**src/rtl/tsb_pkg.sv**
```systemverilog
package tsb_pkg;
  localparam int TSB_DEF_SLOTS  = 8;
  localparam int TSB_DEF_NODES  = 4;
  localparam int TSB_DEF_DATA_W = 16;

  typedef enum logic [1:0] {
    SLOT_IDLE = 2'd0,
    SLOT_XFER = 2'd1
  } slot_kind_e;
endpackage

```
**src/rtl/tsb_slot_counter.sv**
```systemverilog
module tsb_slot_counter #(
  parameter int SLOTS = tsb_pkg::TSB_DEF_SLOTS,
  localparam int SLOT_W = $clog2(SLOTS)
) (
  input  logic              clk,
  input  logic              rst,
  output logic [SLOT_W-1:0] slot,
  output logic              wrap
);
  localparam logic [SLOT_W-1:0] LAST = SLOT_W'(SLOTS - 1);

  logic [SLOT_W-1:0] cnt_q;

  always_ff @(posedge clk) begin
    if (rst)             cnt_q <= '0;
    else if (cnt_q == LAST) cnt_q <= '0;
    else                 cnt_q <= cnt_q + 1'b1;
  end

  assign slot = cnt_q;
  assign wrap = (cnt_q == LAST);

  AST_SLOT_WRAP: assert property (@(posedge clk) disable iff (rst)
    wrap |=> (slot == '0));
  AST_SLOT_STEP: assert property (@(posedge clk) disable iff (rst)
    !wrap |=> (slot == $past(slot) + 1'b1));
endmodule

```
**src/rtl/tsb_sched_table.sv**
```systemverilog
module tsb_sched_table #(
  parameter int SLOTS = tsb_pkg::TSB_DEF_SLOTS,
  parameter int NODES = tsb_pkg::TSB_DEF_NODES,
  localparam int SLOT_W = $clog2(SLOTS),
  localparam int NODE_W = $clog2(NODES)
) (
  input  logic              clk,
  input  logic              rst,
  input  logic              wr_en,
  input  logic [SLOT_W-1:0] wr_slot,
  input  logic [NODE_W-1:0] wr_src,
  input  logic [NODE_W-1:0] wr_dst,
  input  logic              wr_valid,
  input  logic              commit,
  input  logic [SLOT_W-1:0] rd_slot,
  output logic [NODE_W-1:0] rd_src,
  output logic [NODE_W-1:0] rd_dst,
  output logic              rd_valid
);
  logic [SLOTS-1:0][NODE_W-1:0] stg_src, act_src;
  logic [SLOTS-1:0][NODE_W-1:0] stg_dst, act_dst;
  logic [SLOTS-1:0]             stg_vld, act_vld;

  logic wr_hit;
  assign wr_hit = wr_en && (int'(wr_slot) < SLOTS);

  // staging copy: written at any time
  always_ff @(posedge clk) begin
    if (rst) begin
      stg_src <= '0;
      stg_dst <= '0;
      stg_vld <= '0;
    end else if (wr_hit) begin
      stg_src[wr_slot] <= wr_src;
      stg_dst[wr_slot] <= wr_dst;
      stg_vld[wr_slot] <= wr_valid;
    end
  end

  // active copy: replaced as a whole at the period boundary
  always_ff @(posedge clk) begin
    if (rst) begin
      act_src <= '0;
      act_dst <= '0;
      act_vld <= '0;
    end else if (commit) begin
      act_src <= stg_src;
      act_dst <= stg_dst;
      act_vld <= stg_vld;
    end
  end

  assign rd_src   = act_src[rd_slot];
  assign rd_dst   = act_dst[rd_slot];
  assign rd_valid = act_vld[rd_slot];

  AST_TABLE_HOLD: assert property (@(posedge clk) disable iff (rst)
    !commit |=> ($stable(act_src) && $stable(act_dst) && $stable(act_vld)));
  AST_TABLE_LOAD: assert property (@(posedge clk) disable iff (rst)
    commit |=> (act_vld == $past(stg_vld)));
endmodule

```
**src/rtl/tsb_bus_steer.sv**
```systemverilog
module tsb_bus_steer #(
  parameter int NODES  = tsb_pkg::TSB_DEF_NODES,
  parameter int DATA_W = tsb_pkg::TSB_DEF_DATA_W,
  parameter int SLOT_W = 3,
  localparam int NODE_W = $clog2(NODES)
) (
  input  logic                    clk,
  input  logic                    rst,
  input  logic [SLOT_W-1:0]       slot_in,
  input  logic [NODE_W-1:0]       ent_src,
  input  logic [NODE_W-1:0]       ent_dst,
  input  logic                    ent_valid,
  input  logic [NODES*DATA_W-1:0] wdata,
  output logic [NODES-1:0]        drive,
  output logic [NODES-1:0]        capture,
  output logic [DATA_W-1:0]       bus,
  output logic [SLOT_W-1:0]       slot_out
);
  tsb_pkg::slot_kind_e kind;
  logic [NODES-1:0]  drv_n, cap_n;
  logic [DATA_W-1:0] bus_n;

  assign kind = (ent_valid && int'(ent_src) < NODES && int'(ent_dst) < NODES)
                ? tsb_pkg::SLOT_XFER : tsb_pkg::SLOT_IDLE;

  for (genvar i = 0; i < NODES; i++) begin : g_node
    assign drv_n[i] = (kind == tsb_pkg::SLOT_XFER) && (ent_src == NODE_W'(i));
    assign cap_n[i] = (kind == tsb_pkg::SLOT_XFER) && (ent_dst == NODE_W'(i));
  end

  always_comb begin
    bus_n = '0;
    for (int i = 0; i < NODES; i++)
      if (drv_n[i]) bus_n = bus_n | wdata[i*DATA_W +: DATA_W];
  end

  always_ff @(posedge clk) begin
    if (rst) begin
      drive    <= '0;
      capture  <= '0;
      bus      <= '0;
      slot_out <= '0;
    end else begin
      drive    <= drv_n;
      capture  <= cap_n;
      bus      <= bus_n;
      slot_out <= slot_in;
    end
  end

  AST_DRV_ONEHOT: assert property (@(posedge clk) disable iff (rst)
    $onehot0(drive));
  AST_CAP_ONEHOT: assert property (@(posedge clk) disable iff (rst)
    $onehot0(capture));
  AST_PAIR_TOGETHER: assert property (@(posedge clk) disable iff (rst)
    $countones(drive) == $countones(capture));
  AST_IDLE_BUS: assert property (@(posedge clk) disable iff (rst)
    (drive == '0) |-> (bus == '0));
  AST_SLOT_FOLLOW: assert property (@(posedge clk) disable iff (rst)
    1'b1 |=> (slot_out == $past(slot_in)));
endmodule

```
**src/rtl/tsb_bus_sched.sv**
```systemverilog
module tsb_bus_sched #(
  parameter int SLOTS  = tsb_pkg::TSB_DEF_SLOTS,
  parameter int NODES  = tsb_pkg::TSB_DEF_NODES,
  parameter int DATA_W = tsb_pkg::TSB_DEF_DATA_W,
  localparam int SLOT_W = $clog2(SLOTS),
  localparam int NODE_W = $clog2(NODES)
) (
  input  logic                    clk,
  input  logic                    rst,
  input  logic                    cfg_we,
  input  logic [SLOT_W-1:0]       cfg_slot,
  input  logic [NODE_W-1:0]       cfg_src,
  input  logic [NODE_W-1:0]       cfg_dst,
  input  logic                    cfg_valid,
  input  logic [NODES*DATA_W-1:0] node_wdata,
  output logic [NODES-1:0]        node_drive,
  output logic [NODES-1:0]        node_capture,
  output logic [DATA_W-1:0]       bus_q,
  output logic [SLOT_W-1:0]       slot_q
);
  logic [SLOT_W-1:0] cur_slot;
  logic              wrap;
  logic [NODE_W-1:0] e_src, e_dst;
  logic              e_vld;

  tsb_slot_counter #(.SLOTS(SLOTS)) u_cnt (
    .clk(clk), .rst(rst), .slot(cur_slot), .wrap(wrap)
  );

  tsb_sched_table #(.SLOTS(SLOTS), .NODES(NODES)) u_tab (
    .clk(clk), .rst(rst),
    .wr_en(cfg_we), .wr_slot(cfg_slot), .wr_src(cfg_src),
    .wr_dst(cfg_dst), .wr_valid(cfg_valid),
    .commit(wrap), .rd_slot(cur_slot),
    .rd_src(e_src), .rd_dst(e_dst), .rd_valid(e_vld)
  );

  tsb_bus_steer #(.NODES(NODES), .DATA_W(DATA_W), .SLOT_W(SLOT_W)) u_steer (
    .clk(clk), .rst(rst), .slot_in(cur_slot),
    .ent_src(e_src), .ent_dst(e_dst), .ent_valid(e_vld),
    .wdata(node_wdata),
    .drive(node_drive), .capture(node_capture),
    .bus(bus_q), .slot_out(slot_q)
  );
endmodule

```
**config.mk**
```make
export PLATFORM = sky130hd
export DESIGN_NAME = tsb_bus_sched
export DESIGN_NICKNAME = d
export VERILOG_FILES = /design/src/rtl/tsb_pkg.sv /design/src/rtl/tsb_slot_counter.sv /design/src/rtl/tsb_sched_table.sv /design/src/rtl/tsb_bus_steer.sv /design/src/rtl/tsb_bus_sched.sv
export SDC_FILE = /design/constraint.sdc
export NUM_CORES = 1
export LEC_CHECK = 0
export BUFFER_PORTS_ARGS = -buffer_cell sky130_fd_sc_hd__buf_2
export CELL_PAD_IN_SITES_DETAIL_PLACEMENT = 1
export CELL_PAD_IN_SITES_GLOBAL_PLACEMENT = 2
export CORE_ASPECT_RATIO = 1.2
export CORE_UTILIZATION = 31
export DETAILED_ROUTE_END_ITERATION = 7
export PLACE_DENSITY_LB_ADDON = 0.2
export SLEW_MARGIN = 20
export SYNTH_ARGS = -nofsm -noshare
export SYNTH_HDL_FRONTEND = slang
export SYNTH_HIERARCHICAL = 1
export SYNTH_SLANG_ARGS = --single-unit
```
**constraint.sdc**
```tcl
create_clock -name clk -period 2.2 [get_ports clk]
set_clock_uncertainty 0.1 [all_clocks]
set_input_delay 0.44 -clock clk [delete_from_list [all_inputs] [get_ports clk]]
set_output_delay 0.44 -clock clk [all_outputs]
set_load 0.02 [all_outputs]
```
======== Word-level counts from Yosys, hierarchy flattened ========
Index checks and enable logic that the tools add are counted.
word-level totals
  bits in registers ....................... 110
  output and inout bits ................... 27
operators by class
  add/sub/neg operators ................... 1
  order comparisons ....................... 3
  equal/unequal tests ..................... 8
  muxes and demuxes ....................... 18
  bitwise operators ....................... 3
  reduce and logical (&&, ||, !) cells .... 12
operators by type and width
  operator                                              count
  two-way mux 16 bit                                    4
  bitwise OR 16 bit                                     3
  bitwise mux 16 bit                                    2
  binary-select mux 2 bit (select 3 bit)                2
  logical AND 1 bit                                     9
  bitwise mux 8 bit                                     1
  == test 2 bit (second input constant)                 4
  < comparator 3 x 4 -> 1 bit (second input constant)   2
  demux 2 bit (select 3 bit)                            1
  == test 2 x 1 -> 1 bit (second input constant)        3
  two-way mux 2 bit                                     3
  zero test 2 bit                                       2
  adder 3 x 1 -> 3 bit (second input constant)          1
  binary-select mux 1 bit (select 3 bit)                1
  demux 1 bit (select 3 bit)                            1
  == test 3 bit (second input constant)                 1
  >= comparator 3 x 1 -> 1 bit (second input constant)  1
  two-way mux 1 bit                                     3
  OR reduction 2 bit                                    1

======== Longest topological paths before layout ========
  depth in word-level cells ............... 12
  depth in mapped cells ................... 7

======== Cells and area by module ========
Netlist, hierarchy kept.
modules (own cells, without submodules)
  module            times used  cells an instance  area each (µm²)  seq. area each (µm²)
  tsb_sched_table   1           291                3240.6           1601.5
  tsb_bus_steer     1           96                 1153.6           540.5
  tsb_slot_counter  1           8                  105.1            60.1

======== Worst setup path before layout ========
OpenSTA, ideal clock, no wires.
  path kind ............................... reg2reg
  start ................................... register u_cnt.cnt_q[0], in the netlist u_cnt/slot[0]
  end ..................................... register u_steer.bus[14]
  setup time .............................. 0.076 ns
  arrival time ............................ 2.111 ns
  required time ........................... 2.024 ns
  slack ................................... -0.087 ns
  cell stages (with the launch flop) ...... 8
  cells stage by stage .................... dfxtp_1 > buf_6 > mux4_1 > mux2_2 > or3b_1 > buf_6 > buf_6 > o22ai_2
between the ends
  elaborated cells on any way between the ends .. 21
  classes of those cells .................. eq/ne: 4; mux: 9; bitwise: 3; reduce/logical: 5
RTL lines
  what                                       line                    RTL
  start: declaration                         tsb_slot_counter.sv:12  logic [SLOT_W-1:0] cnt_q;
  start signal: assignment                   tsb_slot_counter.sv:17  else cnt_q <= cnt_q + 1'b1;
  binary-select mux 2 bit (select 3 bit) *   tsb_sched_table.sv:53   assign rd_src = act_src[rd_slot];
  two-way mux 2 bit (implied by the code) *  tsb_sched_table.sv:53
  named net e_src[1]                         tsb_bus_sched.sv:23     logic [NODE_W-1:0] e_src, e_dst;
  zero test 2 bit                            tsb_bus_steer.sv:27     assign drv_n[i] = (kind == tsb_pkg::SLOT_XFER) && (ent_src == NODE_W'(i));
  logical AND 1 bit                          tsb_bus_steer.sv:27
  two-way mux 16 bit                         tsb_bus_steer.sv:34     if (drv_n[i]) bus_n = bus_n | wdata[i*DATA_W +: DATA_W];
  bitwise OR 16 bit                          tsb_bus_steer.sv:34
  two-way mux 16 bit                         tsb_bus_steer.sv:34
  bitwise OR 16 bit                          tsb_bus_steer.sv:34
  two-way mux 16 bit                         tsb_bus_steer.sv:34
  bitwise OR 16 bit                          tsb_bus_steer.sv:34
  two-way mux 16 bit *                       tsb_bus_steer.sv:34
  end signal: assignment                     tsb_bus_steer.sv:46     bus <= bus_n;
  end: declaration                           tsb_bus_steer.sv:16     output logic [DATA_W-1:0] bus,
The timed path passes the listed nets; every way through them passes the cells marked *. The select of a mux whose other input is x is not followed.
A chain may end at the register's enable or synchronous reset.

======== Worst setup path in the final report ========
  start ................................... register u_cnt.cnt_q[0], in the netlist u_cnt/slot[0]
  end ..................................... register u_steer.bus[8]
The elaborated chain is that of the path after synthesis.

==> metrics <==
Syn. warnings 6; commonest non-fill, non-tap cell in the layout mux2i_1; maximum clock rate 0.472 GHz; syn avg cell area 11.4 um^2; kind of critical path reg2reg; Setup crit end kind register; CORE AREA 14000 um^2; Starting Density 32.1%; setup ws final 0.0818 ns; Pleak 0.00231 uW; commonest cells after routing, fill and taps aside mux2i_1, dfxtp_1, buf_2; global-route congestion overflow total 0; Least-Margin Pin Slew 0.449 ns; via count 3236; Post-Place Cells 651; mapped cell area 4500 um^2; Routed WL 11200 um; layout cells sized above 1 31.0%; final setup vio count 0; Synth top area share 48.9%; antenna-violating nets left 0; Worst IR Drop VDD 0.000402 V; pre-CTS WS 0.0587 ns; Inserted Clock Buffers 9; CP arrival 2.25 ns; DR WL/cell 16.8 um; largest net degree at the start of global routing 44; Critical Path Source Type register; period utilization 96.3%; net count after synthesis 472; drt first-iter violations 149; Die Wd 112 um; run status complete, but fails checks; fillers 1544; pwr/cell area 720 nW/um^2; setup bufs post-CTS 0; instance area at placement 5240 um^2; TritonCTS Sinks 110; multi-input logic area 2130 um^2; Clock Pin Slew Worst Setup and Hold Paths 0.07 ns; first-pass detailed-route iteration total 6; num rows 47; H-tree levels 3; Finished Cell Area 5580 um^2; All-Layer GR Usage 15.8%; Root Buffer clkbuf_16; I/O pins 102; Die Area 15000 um^2; Max Cap Viol 0; RSZ-0062 raised after global routing true; Mapped Cells 395; min-delay worst type in2reg; synth unique cells 25; CTS tree yes; non-filler instance count after layout 667; Residual DRC 21; register area share after synthesis 48.9%; initial antenna violation count 0; relative slew slack 70.1%; RD Place Congestion 0.685; Critical Path RT 2.33 ns; synth top area cells dfxtp_1, mux2i_1, nor2_1; vias in the first global route 3292; Synth area leader dfxtp_1; #FFs+latches synth 110; Layout Area Growth over Synthesis 24.1%; Ant. Diodes 0; final hold vios 0; Clock Path Buffers 2; Sequential Area 2210 um^2; nets 568; max-slew violations 0; first-pass GRT wire length 18200 um; HPWL after DPL 7870 um; vias per cell 4.85; Clock Latency Late Sink 0.34 ns; largest fanout on the critical path 35; failing checks design-rule violations; min cycle time layout 2.12 ns; Vert. Die Dim 134 um; I/O Buffers 101
-- flip-flops by register name, summed over array words and instances (netlist names), 4 cells and up --
register / cells
u_steer/bus: 16
u_steer/capture: 4
u_steer/drive: 4
u_tab/act_dst: 16
u_tab/act_src: 16
u_tab/act_vld: 8
u_tab/stg_dst: 16
u_tab/stg_src: 16
u_tab/stg_vld: 8
-- layout make-up --
type	instances	area share, %
inverters	1	0.0672
repair buffers	120	12.7
multi-input cells	249	38.2
clock inverters	4	1.26
flip-flops and latches	110	39.5
clock buffers	12	4.42
well taps	171	3.83
-- final timing paths --
path / from / endpoint / slack (ns) / cells past startpoint
min reg2reg: u_tab/stg_dst[5]$_SDFFE_PP0P_ / u_tab/act_dst[5]$_SDFFE_PP0P_ / 0.39 / 2
min: node_wdata[46] / u_steer/bus[14]$_SDFF_PP0_ / 0.26 / 3
max reg2reg: u_cnt/slot[0]$_SDFF_PP0_ / u_steer/bus[8]$_SDFF_PP0_ / 0.08 / 6
max: u_cnt/slot[0]$_SDFF_PP0_ / u_steer/bus[8]$_SDFF_PP0_ / 0.08 / 6
-- timing repair --
action                     in CTS  in global routing
setup endpoints to repair       0                 15
gates resized for setup         0                  5
hold buffers                    0                  0
-- critical path, stage by stage, from the launching register on --
cell,delay (ns)
dfxtp_4,0.38
buf_12,0.14
mux4_1,0.54
mux2_2,0.30
buf_12,0.19
mux2i_1,0.22
o22ai_2,0.10
-- stage by stage --
step	power [uW]	utilization (%)	setup TNS, ns	hold WS [ns]
after floorplan	2210	-	0	0.311
after global placement	2320	37.4	0	0.365
after detailed placement	2330	37.4	0	0.382
after CTS	4090	39.7	0	0.252
after global routing	4200	39.9	-0.00910	0.272
final	4020	39.9	0	0.263
-- per-layer routing --
layer	track usage, %	routed length (um)	part of all wire (%)
met5	0	0	0
met3	3.16	693	6.2
met2	25.5	4950	44
met1	20.8	5360	48
met4	6.67	182	1.6
-- power breakdown --
part | internal (uW) | switching (uW) | total, uW
clock network | 1030 | 710 | 1740
logic | 125 | 126 | 251
registers | 2010 | 18.7 | 2030
-- cells by family (layout without fill, tap and decap cells) --
family,after synthesis,in the layout,share of synthesized area (%)
buffers and inverters,36,137,4.14
multiplexers,127,127,32.0
adder cells (fa/ha/maj),2,2,0.556
AO/OA/AOI/OAI,16,16,3.34
flip-flops,110,110,48.9
AND/OR/NAND/NOR,104,104,11.0
-- cell usage after synthesis --
cell	n
inv_1	1
dfxtp_1	110
o22ai_2	8
nand3b_1	1
buf_4	1
ha_1	2
nor3b_1	2
nor4b_4	1
nand4b_1	3
nor4b_1	1
mux2i_1	112
nor4bb_1	5
mux4_1	10
nor3_1	1
clkbuf_1	16
nor2_1	84
buf_2	13
nand4_1	1
buf_6	4
mux2_2	5
or3b_1	1
and4b_1	1
o22ai_1	8
clkbuf_2	1
nor2b_1	3
Power figures use the tool's default switching activity.
